## src/rtl/thermo_pkg.sv

```systemverilog
package thermo_pkg;
  localparam logic [7:0] CTRL_RESET    = 8'h04;
  localparam logic [7:0] CTRL_CLK_LOW  = 8'h02;
  localparam logic [7:0] CTRL_CLK_HIGH = 8'h01;
  localparam logic [7:0] DW_ENREAD     = 8'h80;
  localparam logic [7:0] DW_HIGH       = 8'h01;
  localparam logic [7:0] CMD_START     = 8'hEE;
  localparam logic [7:0] CMD_RD_CFG    = 8'hAC;
  localparam logic [7:0] CMD_RD_TEMP   = 8'hAA;

  typedef struct packed {
    logic clrAll;
    logic rewind;
    logic shift;
    logic shiftVal;
    logic readStep;
  } strobe_t;
endpackage

```

## src/rtl/thermo_ctrl.sv

```systemverilog
module thermo_ctrl
  import thermo_pkg::*;
(
  input  logic       clk,
  input  logic       rstN,
  input  logic       wrEn,
  input  logic       wrAddr,
  input  logic [7:0] wrData,
  input  logic       rdEn,
  output strobe_t    str
);
  logic clkLow;
  logic ctrlWr;
  logic dataWr;

  assign ctrlWr = wrEn && !wrAddr;
  assign dataWr = wrEn && wrAddr;

  always_ff @(posedge clk or negedge rstN) begin
    if (!rstN) begin
      clkLow <= 1'b0;
    end else if (ctrlWr) begin
      if (wrData == CTRL_CLK_LOW)
        clkLow <= 1'b1;
      else if (wrData == CTRL_CLK_HIGH)
        clkLow <= 1'b0;
    end
  end

  always_comb begin
    str          = '0;
    str.clrAll   = ctrlWr && (wrData == CTRL_RESET);
    str.rewind   = dataWr && (wrData == DW_ENREAD);
    str.shift    = dataWr && (wrData != DW_ENREAD) && clkLow;
    str.shiftVal = (wrData == DW_HIGH);
    str.readStep = rdEn;
  end

  p_clk_high_r3: assert property (@(posedge clk) disable iff (!rstN)
    (ctrlWr && wrData == CTRL_CLK_HIGH) |=> !clkLow);
  p_clk_low_r3: assert property (@(posedge clk) disable iff (!rstN)
    (ctrlWr && wrData == CTRL_CLK_LOW) |=> clkLow);
endmodule

```

## src/rtl/thermo_dp.sv

```systemverilog
module thermo_dp
  import thermo_pkg::*;
#(
  parameter int SENSORS   = 2,
  parameter int RD_W      = 8,
  parameter int CMD_W     = 8,
  parameter int CFG_LEN   = 8,
  parameter int TEMP_LEN  = 9,
  parameter int TEMP_INIT = 44,
  parameter int CFG_INIT  = 8'h8A
) (
  input  logic            clk,
  input  logic            rstN,
  input  strobe_t         str,
  output logic [RD_W-1:0] rdData
);
  localparam int CPOS_W  = $clog2(CMD_W + 1);
  localparam int POS_W   = $clog2(TEMP_LEN) + 1;
  localparam logic [POS_W-1:0] POS_MAX = '1;

  logic [CMD_W-1:0]    cmdWord;
  logic [CMD_W-1:0]    nextCmd;
  logic [CPOS_W-1:0]   cmdPos;
  logic [POS_W-1:0]    dataPos;
  logic [TEMP_LEN-1:0] tempReg [SENSORS];
  logic [CFG_LEN-1:0]  cfgReg  [SENSORS];
  logic                cmdDone, readCfg, readTmp, readValid, lastBit, writeAny;
  logic [POS_W-1:0]    curLen;
  logic [POS_W:0]      posNext;
  logic [RD_W-1:0]     readWord;

  for (genvar g = 0; g < SENSORS; g++) begin : g_sensor
    always_ff @(posedge clk or negedge rstN) begin
      if (!rstN) begin
        tempReg[g] <= TEMP_LEN'(TEMP_INIT);
        cfgReg[g]  <= CFG_LEN'(CFG_INIT);
      end else begin
        tempReg[g] <= tempReg[g];
        cfgReg[g]  <= cfgReg[g];
      end
    end
  end

  assign cmdDone   = (cmdPos == CPOS_W'(CMD_W));
  assign readCfg   = cmdDone && (cmdWord == CMD_W'(CMD_RD_CFG));
  assign readTmp   = cmdDone && (cmdWord == CMD_W'(CMD_RD_TEMP));
  assign readValid = readCfg || readTmp;
  assign curLen    = readCfg ? POS_W'(CFG_LEN) : POS_W'(TEMP_LEN);
  assign posNext   = {1'b0, dataPos} + 1'b1;
  assign lastBit   = posNext >= {1'b0, curLen};
  assign writeAny  = str.clrAll || str.rewind || str.shift;
  assign nextCmd   = cmdWord | (CMD_W'(str.shiftVal) << cmdPos);

  always_comb begin
    logic [CFG_LEN-1:0]  cfgSh;
    logic [TEMP_LEN-1:0] tmpSh;
    readWord = '0;
    for (int i = 0; i < SENSORS; i++) begin
      cfgSh = cfgReg[i] >> dataPos;
      tmpSh = tempReg[i] >> dataPos;
      readWord[i] = readCfg ? cfgSh[0] : tmpSh[0];
    end
  end

  always_ff @(posedge clk or negedge rstN) begin
    if (!rstN) begin
      cmdWord <= '0;
      cmdPos  <= '0;
      dataPos <= '0;
    end else if (str.clrAll) begin
      cmdWord <= '0;
      cmdPos  <= '0;
      dataPos <= '0;
    end else if (str.rewind) begin
      dataPos <= '0;
    end else if (str.shift) begin
      if (!cmdDone) begin
        if (cmdPos == CPOS_W'(CMD_W - 1) && nextCmd == CMD_W'(CMD_START)) begin
          cmdWord <= '0;
          cmdPos  <= '0;
          dataPos <= '0;
        end else begin
          cmdWord <= nextCmd;
          cmdPos  <= cmdPos + 1'b1;
        end
      end else if (dataPos != POS_MAX) begin
        dataPos <= dataPos + 1'b1;
      end
    end else if (str.readStep && readValid) begin
      if (lastBit) begin
        cmdWord <= '0;
        cmdPos  <= '0;
        dataPos <= '0;
      end else begin
        dataPos <= dataPos + 1'b1;
      end
    end
  end

  always_ff @(posedge clk or negedge rstN) begin
    if (!rstN)
      rdData <= '0;
    else if (str.readStep)
      rdData <= readValid ? readWord : '0;
  end

  p_clear_r2: assert property (@(posedge clk) disable iff (!rstN)
    str.clrAll |=> (cmdPos == '0 && dataPos == '0));
  p_rewind_r4: assert property (@(posedge clk) disable iff (!rstN)
    (str.rewind && !str.clrAll) |=> dataPos == '0);
  p_cmd_bound_r5: assert property (@(posedge clk) disable iff (!rstN)
    cmdPos <= CPOS_W'(CMD_W));
  p_read_step_r8: assert property (@(posedge clk) disable iff (!rstN)
    (str.readStep && readValid && !writeAny && !lastBit) |=> dataPos == $past(dataPos) + 1'b1);
  p_read_end_r9: assert property (@(posedge clk) disable iff (!rstN)
    (str.readStep && readValid && !writeAny && lastBit) |=> (cmdPos == '0 && dataPos == '0));
  p_idle_read_r10: assert property (@(posedge clk) disable iff (!rstN)
    (str.readStep && !readValid && !writeAny) |=>
      (rdData == '0 && $stable(cmdPos) && $stable(dataPos) && $stable(cmdWord)));
endmodule

```

## src/rtl/dual_thermo_serial.sv

```systemverilog
module dual_thermo_serial
  import thermo_pkg::*;
#(
  parameter int SENSORS   = 2,
  parameter int RD_W      = 8,
  parameter int CMD_W     = 8,
  parameter int CFG_LEN   = 8,
  parameter int TEMP_LEN  = 9,
  parameter int TEMP_INIT = 44,
  parameter int CFG_INIT  = 8'h8A
) (
  input  logic            clk,
  input  logic            rstN,
  input  logic            wrEn,
  input  logic            wrAddr,
  input  logic [7:0]      wrData,
  input  logic            rdEn,
  output logic [RD_W-1:0] rdData
);
  strobe_t str;

  thermo_ctrl u_ctrl (
    .clk    (clk),
    .rstN   (rstN),
    .wrEn   (wrEn),
    .wrAddr (wrAddr),
    .wrData (wrData),
    .rdEn   (rdEn),
    .str    (str)
  );

  thermo_dp #(
    .SENSORS   (SENSORS),
    .RD_W      (RD_W),
    .CMD_W     (CMD_W),
    .CFG_LEN   (CFG_LEN),
    .TEMP_LEN  (TEMP_LEN),
    .TEMP_INIT (TEMP_INIT),
    .CFG_INIT  (CFG_INIT)
  ) u_dp (
    .clk    (clk),
    .rstN   (rstN),
    .str    (str),
    .rdData (rdData)
  );

  initial begin
    assert (SENSORS <= RD_W);
  end
endmodule

```

## config.mk

```make
export PLATFORM = sky130hd
export DESIGN_NAME = dual_thermo_serial
export DESIGN_NICKNAME = d
export VERILOG_FILES = /design/src/rtl/thermo_pkg.sv /design/src/rtl/thermo_ctrl.sv /design/src/rtl/thermo_dp.sv /design/src/rtl/dual_thermo_serial.sv
export SDC_FILE = /design/constraint.sdc
export NUM_CORES = 1
export LEC_CHECK = 0
export ABC_AREA = 1
export BUFFER_PORTS_ARGS = -buffer_cell sky130_fd_sc_hd__buf_2
export CAP_MARGIN = 20
export CORE_MARGIN = 2
export CORE_UTILIZATION = 45
export DETAILED_ROUTE_END_ITERATION = 10
export PLACE_DENSITY = 0.76
export SETUP_SLACK_MARGIN = 0.4
export SYNTH_ARGS = -nofsm -noshare
export SYNTH_HDL_FRONTEND = slang
export SYNTH_SLANG_ARGS = --single-unit
```

## constraint.sdc

```tcl
create_clock -name clk -period 2.7 [get_ports clk]
set_input_delay 0.405 -clock clk [delete_from_list [all_inputs] [get_ports clk]]
set_output_delay 0.405 -clock clk [all_outputs]
set_load 0.05 [all_outputs]
```

### Yosys cells after proc, flatten, opt, wreduce, memory -nomap -nowiden

Index checks and enable logic that the tools add are counted.

| storage, ports and cells | value |
|---|---|
| register bits | 26 |
| logic and storage cells | 74 |

| operators by class | value |
|---|---|
| add/subtract/negate cells | 3 |
| order comparisons | 1 |
| eq/ne operators | 15 |
| shift-type cells | 3 |
| multiplexer cells | 27 |
| bitwise operators | 1 |
| reduce and logical (&&, ||, !) cells | 19 |

Operators by type and width:

| cell | count |
|---|---|
| $mux W8 | 7 |
| $mux W5 | 8 |
| $eq A8 B8 Y1 const B | 4 |
| $mux W4 | 7 |
| $logic_and A1 B1 Y1 | 10 |
| $ne A5 B5 Y1 const B | 2 |
| $eq A8 B1 Y1 const B | 1 |
| $eq A8 B2 Y1 const B | 1 |
| $eq A8 B3 Y1 const B | 1 |
| $ne A8 B8 Y1 const B | 1 |
| $or A8 B8 Y8 | 1 |
| $shl A1 B4 Y8 | 1 |
| $shr A8 B5 Y1 const A | 1 |
| $add A5 B1 Y6 const B | 1 |
| $ge A6 B5 Y1 | 1 |
| $reduce_bool A3 Y1 | 2 |
| $shr A6 B5 Y1 const A | 1 |
| $add A5 B1 Y5 const B | 1 |
| $ne A5 B1 Y1 const B | 1 |
| $add A4 B1 Y4 const B | 1 |
| $eq A4 B3 Y1 const B | 1 |
| $eq A4 B4 Y1 const B | 1 |
| $mux W1 | 4 |
| $reduce_and A4 Y1 | 1 |
| other kinds (9) | 9 |

### Depth between registers and ports, before layout

Gate-level depths: netlist of run 1.

| logic depth | value |
|---|---|
| depth in word-level cells | 10 |
| mapped depth | 19 |
| gate-level depth less buffers | 19 |

### Hierarchy

Synthesis of run 1 repeated with hierarchy kept, for this count alone.

| unflattened totals | value |
|---|---|
| cell total of the unflattened synthesis | 249 |
| area total of the unflattened synthesis | 1630.3 um^2 |

By module, submodules not included:

| module | instances | cells an instance | area an instance (um^2) | sequential area each (um^2) |
|---|---|---|---|---|
| thermo_dp | 1 | 212 | 1428.9 | 450.4 |
| thermo_ctrl | 1 | 37 | 201.4 | 25.0 |

### Worst setup path after synthesis of run 1

Ideal clock, no wire load.

| path | value |
|---|---|
| path type | reg2reg |
| from | register u_dp.cmdPos[0] |
| to | register u_dp.cmdWord[4] |
| setup time | 0.117 ns |
| data arrival time | 2.082 ns |
| data required time | 2.583 ns |
| path slack | 0.500 ns |
| stages on the path, launching flop included | 20 |
| clock period less this slack | 2.200 ns |
| cells stage by stage | dfrtp_1 -> inv_1 -> ha_1 -> nand3_1 -> inv_1 -> nand4_1 -> inv_1 -> nand2_1 -> ha_1 -> inv_1 -> nor2_1 -> a21oi_1 -> nor2_1 -> nand2_1 -> nand2_1 -> nand2_2 -> nand2_4 -> buf_6 -> nand2_1 -> o21ai_2 |

| between the ends | value |
|---|---|
| word-level cells in the longest chain between the ends | 9 |
| elaborated cells between the ends (all ways) | 21 |
| those cells by class | 1 x order compare; 4 x eq/ne; 1 x shift; 6 x mux; 1 x bitwise; 8 x reduce/logical |

Ends and longest elaborated chain:

| what | line | source |
|---|---|---|
| from (decl) | thermo_dp.sv:23 | `logic [CPOS_W-1:0] cmdPos;` |
| from (signal assigned) | thermo_dp.sv:84 | `cmdPos <= cmdPos + 1'b1;` |
| parallel branches: the longest is 9 deep, another holds $ge A6 B5 Y1 | - |  |
| to (signal assigned) | thermo_dp.sv:83 | `cmdWord <= nextCmd;` |
| to (decl) | thermo_dp.sv:21 | `logic [CMD_W-1:0] cmdWord;` |

Several ways; the timed one is not identified. The select of a mux whose other input is x is not followed.
A chain may end at the register's enable or synchronous reset.

### Worst setup path in the final report of run 1

| path | value |
|---|---|
| from | register u_dp.cmdPos[0] |
| to | register u_dp.cmdWord[2] |

The elaborated chain is that of the path after synthesis.

==> Flow_metrics.wiki, run 1 <==
{| class="wikitable"
! Metric !! Value
|-
| Outcome || finished, final reports clean
|-
| TritonCTS clock tree || built
|-
| Crit Reg-Reg Startpoint || u_dp.cmdPos[0]
|-
| Library cells used by synthesis || 30
|-
| DR vias/cell || about 5
|-
| Final TNS setup || 0 ns
|-
| Total length of routed wires || roughly 3500 um
|-
| Hold Slack || 0.0238 ns
|-
| CTS sink cnt || 19
|-
| Initial antenna violation count || 0
|-
| Critical path class || reg2reg
|-
| Power density relative to cell area || 347 nW/um2
|-
| Clock root cell || clkbuf_4
|-
| Fin area || approximately 1800 um2
|-
| Number of flops mapped to enable cells by yosys || 0
|-
| All-Layer GR Usage || between 10% and 20%
|-
| Total power draw || 0.636 mW
|-
| Area Growth Syn to Fin || 16.2%
|-
| Chip width || between 60 and 70 um
|-
| Diode insertion count for antenna repair || 0
|-
| Peak Freq || between 0.4 and 0.5 GHz
|-
| Share of async-settable or async-resettable flops after synthesis || 100%
|-
| Hold-fix buffers, CTS || 0
|-
| Arr. time, crit path || approximately 2.5 ns
|-
| Hold Violations, Final || 0
|-
| Number of global-route vias before repair || roughly 1300
|-
| Post-Route Skew || around 0.0038 ns
|-
| Number of DRC violations after detailed-routing iteration 0 || 79
|-
| Required @ worst endpoint || around 3.0 ns
|-
| Net count, final || around 270
|-
| Internal reg-to-reg setup slack || around 0.46 ns
|-
| GR Overflow Total || 0
|-
| Placed Instance Area || around 1600 um2
|-
| Final-report max-slew violation count || 0
|-
| Height of the die || around 63 um
|-
| Area taken by flip-flops and latches || between 400 and 500 um2
|-
| Combined area of the multi-input logic cells || roughly 1000 um2
|-
| Filler instances || roughly 340
|-
| RSZ-0062 raised after global routing || true
|-
| Maximum buffer depth of the clock tree || 2
|-
| Largest fanout of any net on the critical path || 5
|-
| Crit path from || u_dp.cmdPos[0]
|-
| CP endpoint || u_dp.cmdWord[2]
|-
| Cell Area, Synth || approximately 1600 um2
|-
| Average instance area after synthesis || between 6 and 7 um2
|-
| Wire length of the first global-routing pass || roughly 5600 um
|-
| Clock slew at reported path FFs || 0.11 ns
|-
| Critical path launch point type || flop
|-
| Row count || 21
|-
| Clock buffers created by TritonCTS || 3
|-
| Post-placement worst setup slack || between 0.3 and 0.4 ns
|-
| Setup-violating endpoint count in the final report || 0
|-
| Part of the Yosys area used for sequential elements || between 30% and 40%
|-
| Routed length per instance || ~12 um
|-
| Total core area || around 3400 um2
|-
| Static Leakage || just over 0.9 nW
|-
| Critical Path Sink Type || flop
|-
| Dominant register cell in the synthesized netlist || dfrtp_1
|-
| Skew-Pair Late Insertion Delay || 0.30 ns
|-
| CTS HTree Levels || 1
|-
| Final clock period utilization by the worst path || roughly 83%
|-
| Share of post-route cells with drive strength above 1 || 27.4%
|-
| Destination of the worst register-to-register timing path || u_dp.cmdWord[2]
|-
| Final critical-path required period || roughly 2.2 ns
|-
| Final weighted congestion in routability-driven placement || between 0.9 and 1
|-
| Worst hold-check path type || in2async
|-
| Max-cap check violation count || 0
|-
| Final setup margin || 0.460 ns
|-
| Synthesis-stage register bit count || 19
|-
| Count of vias placed by the detailed router || roughly 1500
|-
| # DRC || 0
|-
| Die Outline Area || 3990 um2
|-
| Port buffer count || 14
|-
| Number of cells produced by synthesis || 230
|-
| Count of nets left with antenna violations after detail routing || 0
|-
| Cell count of the worst reg-to-reg path || 19
|-
| Starting density of the core || 46.9%
|-
| I/O pins || 21
|-
| Half-perimeter wire length after placement || about 2300 um
|-
| Synth warn || 0
|-
| Worst-case vdd ir drop || around 250 uV
|-
| Drt first pass iters || 4
|-
| Largest net degree at the start of global routing || 20
|}
[area by class of cell]
type                    instances  share of cell area [%]
well taps                      46                    3.14
multi-input cells             174                    55.7
inverters                      34                    6.97
repair buffers                 21                    6.69
flip-flops and latches         19                    26.1
clock buffers                   4                    1.43
[cell usage after synthesis, types with 4 or more instances]
library cell,n,area share (%)
a21oi_1,4,1.3
nand2_2,8,3.2
o21ai_0,7,2.2
nand2_1,62,15
nand4_1,10,4.0
inv_1,33,7.9
buf_4,7,3.3
dfrtp_1,19,30
nor2_1,29,6.9
ha_1,5,4.0
nand3_1,17,5.4
[where the power goes]
part	switching [mW]	leakage [nW]	total, mW	internal (mW)
registers	0.0209	0.260	0.320	0.299
clock network	0.0918	0.0150	0.149	0.0577
logic	0.101	0.639	0.167	0.0654
[state kept, by name, summed over array words and instances (netlist names)]
register       cells
u_dp.dataPos       5
u_dp.cmdWord       8
u_ctrl.clkLow      1
u_dp.rdData        1
u_dp.cmdPos        4
[critical path, cell delays in order, from the launching register on]
cell	delay, ns
dfrtp_1	0.42
inv_2	0.11
ha_4	0.13
nand3_2	0.06
inv_2	0.07
nand4_1	0.11
inv_1	0.12
nand2_2	0.08
ha_4	0.17
inv_2	0.04
nor2_2	0.03
a21oi_2	0.12
nor2_1	0.06
nand2_1	0.10
nand2_2	0.07
nand2_4	0.17
nand2_8	0.08
nor2_1	0.12
nand2_1	0.05
nand2_1	0.07
[cells in the final DEF, fill, tap and decap left out, types with 2 or more instances in the layout]
master,netlist,final
o211ai_1,2,2
ha_4,0,2
nand2_4,3,4
nand2_2,8,15
nand3_1,17,16
clkbuf_4,0,3
o21ai_0,7,6
nor2_2,2,3
nand2_1,62,54
nor2_4,2,2
inv_1,33,29
o21ai_2,3,3
buf_2,2,14
dfrtp_1,19,17
nand2_8,0,2
inv_2,1,5
dfrtp_2,0,2
nand4_1,10,10
conb_1,1,6
nor3_1,3,3
a21oi_1,4,3
ha_1,5,3
buf_4,7,7
nor2_1,29,28
[metrics by stage]
stage | util (%) | std cells
5_1_grt | 54.5 | 298
3_3_place_gp | 49.0 | 285
6_report | 54.5 | 298
3_5_place_dp | 49.0 | 285
2_1_floorplan | - | 235
4_1_cts | 50.3 | 291
[cell families (layout without fill, tap and decap cells)]
group | Yosys count | in the layout | share of synthesized area [%]
compound gates | 20 | 20 | 9.44
buf+inv | 44 | 59 | 12.8
simple gates | 139 | 141 | 42.3
flops | 19 | 19 | 30.2
xor+xnor | 2 | 2 | 1.11
other cells | 1 | 6 | 0.238
fa+ha+maj | 5 | 5 | 3.97
[per-layer routing]
| metal | GRT usage [%] | wire length, um | vias up | share of wire, % |
|---|---|---|---|---|
| li1 | - | - | 763 | - |
| met1 | 22.7 | 1540 | 678 | 44 |
| met2 | 29.3 | 1710 | 41 | 49 |
| met3 | 3.75 | 177 | 6 | 5.1 |
| met4 | 4.08 | 46 | 0 | 1.3 |
| met5 | 0 | 0 | - | 0 |
[repair_timing]
item                                    4_1_cts  5_1_grt
gates resized for setup                       2       23
buffers inserted                              2        5
cloned                                        0        2
pin swaps                                     0       10
endpoints found under the setup margin       12       16
[how the worst min path moves through the flow]
stage,startpoint,end,slack [ns],depth (start not counted)
detailed placement,rstN,u_dp.cmdPos[2],0.37,1
global placement,rstN,u_dp.cmdPos[3],0.38,1
finish,rstN,u_dp.cmdPos[3],0.02,1
global route,rstN,u_dp.cmdPos[2],0.04,1
CTS,rstN,u_dp.cmdPos[3],0.04,1
floorplan,rstN,u_ctrl.clkLow,0.11,0
Power figures use the tool's default switching activity.
==> inputs of run 2 (changes only) <==
--- a/config.mk
+++ b/config.mk
@@ -11,7 +11,7 @@
 export CORE_MARGIN = 2
 export CORE_UTILIZATION = 45
 export DETAILED_ROUTE_END_ITERATION = 10
-export PLACE_DENSITY = 0.76
+export PLACE_DENSITY = 0.78
 export SETUP_SLACK_MARGIN = 0.4
 export SYNTH_ARGS = -nofsm -noshare
 export SYNTH_HDL_FRONTEND = slang
==> constraint.sdc (replaced) <==
create_clock -name clk -period 1.85 [get_ports clk]
set_input_delay 0.2775 -clock clk [delete_from_list [all_inputs] [get_ports clk]]
set_output_delay 0.2775 -clock clk [all_outputs]
set_load 0.05 [all_outputs]
==> run 2 against run 1 <==
- the flow now finishes with violations (setup timing)
- clock power rose by 51%
- sequential cell count is the same
- routed wire length is 29% higher
==> Flow_metrics.wiki, run 2 (synthesized netlist as in run 1, its figures left out) <==
{| class="wikitable"
! Metric !! Value
|-
| Outcome || finished, violations left
|-
| Violations in the final reports || setup timing
|-
| TritonCTS clock tree || built
|-
| Met2 wire len || approximately 2400 um
|-
| Area Growth Syn to Fin || 34.8%
|-
| Worst-case vdd ir drop || between 300 and 400 uV
|-
| CTS sink cnt || 19
|-
| DR vias/cell || approximately 5.3
|-
| Final weighted congestion in routability-driven placement || between 0.9 and 1
|-
| Peak Freq || about 0.44 GHz
|-
| Internal reg-to-reg setup slack || -0.41 ns
|-
| Crit path from || u_dp.cmdPos[0]
|-
| # DRC || 0
|-
| Chip width || 63.2 um
|-
| Max-cap check violation count || 0
|-
| Headroom to the max-slew limit || 62.2%
|-
| RSZ-0062 raised after global routing || true
|-
| Top layer in use || met4
|-
| Skew-Pair Late Insertion Delay || between 0.3 and 0.4 ns
|-
| Count of vias placed by the detailed router || about 1700
|-
| Destination of the worst hold path || u_dp.rdData[0]
|-
| Clock root cell || clkbuf_4
|-
| Final setup margin || -0.411 ns
|-
| Cell-by-cell listing of the critical path || inv_2, ha_4, nand3_2, inv_2, nand4_1, inv_2, nand2_4, ha_4, inv_2, nor2_2, a21oi_2, nor2_1, nand2_1, nand2_2, nand2_8, nand2_8, nand2_1, a21boi_1
|-
| Wire length on met1 || about 1700 um
|-
| Registers with the highest flip-flop counts || u_dp.cmdWord (8), u_dp.dataPos (5), u_dp.cmdPos (4)
|-
| Area taken by flip-flops and latches || around 480 um2
|-
| GR Overflow Total || 0
|-
| Diode insertion count for antenna repair || 0
|-
| Static Leakage || 1.08 nW
|-
| Placed Instance Area || 1830 um2
|-
| Largest fanout of any net on the critical path || 5
|-
| Maximum buffer depth of the clock tree || 2
|-
| Die Outline Area || about 4000 um2
|-
| Required @ worst endpoint || ~2.1 ns
|-
| Count of nets left with antenna violations after detail routing || 0
|-
| Share of post-route cells with drive strength above 1 || 36.7%
|-
| Reg with most FFs || u_dp.cmdWord
|-
| Top library cells by usage in the layout, fill and taps aside || nand2_1, inv_1, buf_4
|-
| Starting density of the core || 46.9%
|-
| CTS HTree Levels || 1
|-
| Most common library cell in the layout ignoring fill and taps || nand2_1
|-
| Number of DRC violations after detailed-routing iteration 0 || around 140
|-
| Wire length of the first global-routing pass || 7650 um
|-
| Arr. time, crit path || 2.46 ns
|-
| Met3 wire length || ~280 um
|-
| Half-perimeter wire length after placement || ~2800 um
|-
| Final-report max-slew violation count || 0
|-
| Crit Reg-Reg Startpoint || u_dp.cmdPos[0]
|-
| Critical path launch point type || flop
|-
| Measured slew at the worst slew-check pin || between 0.5 and 0.6 ns
|-
| Largest net degree at the start of global routing || 20
|-
| Setup-violating endpoint count in the final report || 18
|-
| Routed length per instance || between 10 and 15 um
|-
| Number of flip-flops in the largest register || 8
|-
| Critical Path Max Stage Delay || 0.41 ns
|-
| I/O pins || 21
|-
| Worst hold-check path type || in2reg
|-
| Final clock period utilization by the worst path || 122%
|-
| Clock slew at reported path FFs || 0.12 ns
|-
| Destination of the worst register-to-register timing path || u_dp.cmdWord[6]
|-
| Combined area of the multi-input logic cells || 1080 um2
|-
| Filler instances || ~300
|-
| Origin of the worst min-delay path || rdEn
|-
| Critical path class || reg2reg
|-
| Clock buffers created by TritonCTS || 3
|-
| Post-Route Skew || around 0.0027 ns
|-
| All-Layer GR Usage || approximately 24%
|-
| Worst-path cell with the longest stage delay || dfrtp_1
|-
| Initial antenna violation count || 0
|-
| Hold Violations, Final || 0
|-
| Critical Path Sink Type || flop
|-
| Drt first pass iters || 4
|-
| Buf+Inv Stages, Crit Path || 4
|-
| Number of global-route vias before repair || between 1500 and 2000
|-
| Fin area || 2130 um2
|-
| Final critical-path required period || 2.26 ns
|-
| Height of the die || between 60 and 70 um
|-
| Worst hold path cell count || 2
|-
| Total core area || 3360 um2
|-
| Most frequent cell on the critical path || inv_2
|-
| Total power draw || just under 1 mW
|-
| Port buffer count || 14
|-
| Critical path's top delay family || simple AND/OR/NAND/NOR gates
|-
| Row count || 21
|-
| Power density relative to cell area || 461 nW/um2
|-
| Cell count of the worst reg-to-reg path || 18
|-
| Net count, final || 300
|-
| Total length of routed wires || between 4000 and 5000 um
|}
## run 2: changes by cell type in the layout (fill, tap and decap cells not counted), sizes merged
cell	before	now
buf	21	48
dlygate4sd3	0	1
nand2	75	76
## run 2: what timing repair did
item | in CTS | in global routing
pin swaps | 17 | 16
gates resized for setup | 26 | 8
setup endpoints to repair | 18 | 18
gates cloned | 3 | 0
endpoints found under the hold margin | 19 | 0
hold buffers | 1 | 0
buffers inserted | 11 | 3
## run 2: cell type report
type                            count  share of cell area (%)
Sequential cell                    19                    22.4
Tap cell                           46                    2.71
Inverter                           34                    6.00
Timing Repair Buffer               49                    16.8
Clock buffer                        4                    1.24
Multi-Input combinational cell    175                    50.8
## run 2: worst max path at each step
stage,to,slack [ns],cells after the start
2_1_floorplan,u_dp.cmdWord[4],-0.23,19
3_5_place_dp,u_dp.cmdWord[1],-0.37,19
6_report,u_dp.cmdWord[6],-0.41,18
5_1_grt,u_dp.cmdWord[2],-0.53,19
4_1_cts,u_dp.cmdWord[1],-0.33,19
3_3_place_gp,u_dp.cmdWord[2],-0.21,19
## run 2: layer usage
metal | up-vias | GRT usage (%)
li1 | 825 | -
met1 | 794 | 28.0
met2 | 86 | 43.2
met3 | 16 | 3.93
met4 | 0 | 11.4
met5 | - | 0
## run 2: through the flow
step,hold slack (ns),setup TNS (ns),std cells,setup WS [ns],utilization (%)
finish,0.141,-6.11,327,-0.411,63.2
global route,0.164,-8.08,327,-0.529,63.2
CTS,0.140,-4.07,324,-0.326,61.8
global placement,0.250,-2.40,305,-0.213,54.3
floorplan,-0.0181,-2.33,235,-0.228,-
detailed placement,0.253,-4.45,305,-0.371,54.3
## run 2: power breakdown
part | internal [mW] | switching, mW
clock | 0.0842 | 0.141
combinational | 0.119 | 0.186
sequential | 0.435 | 0.0137
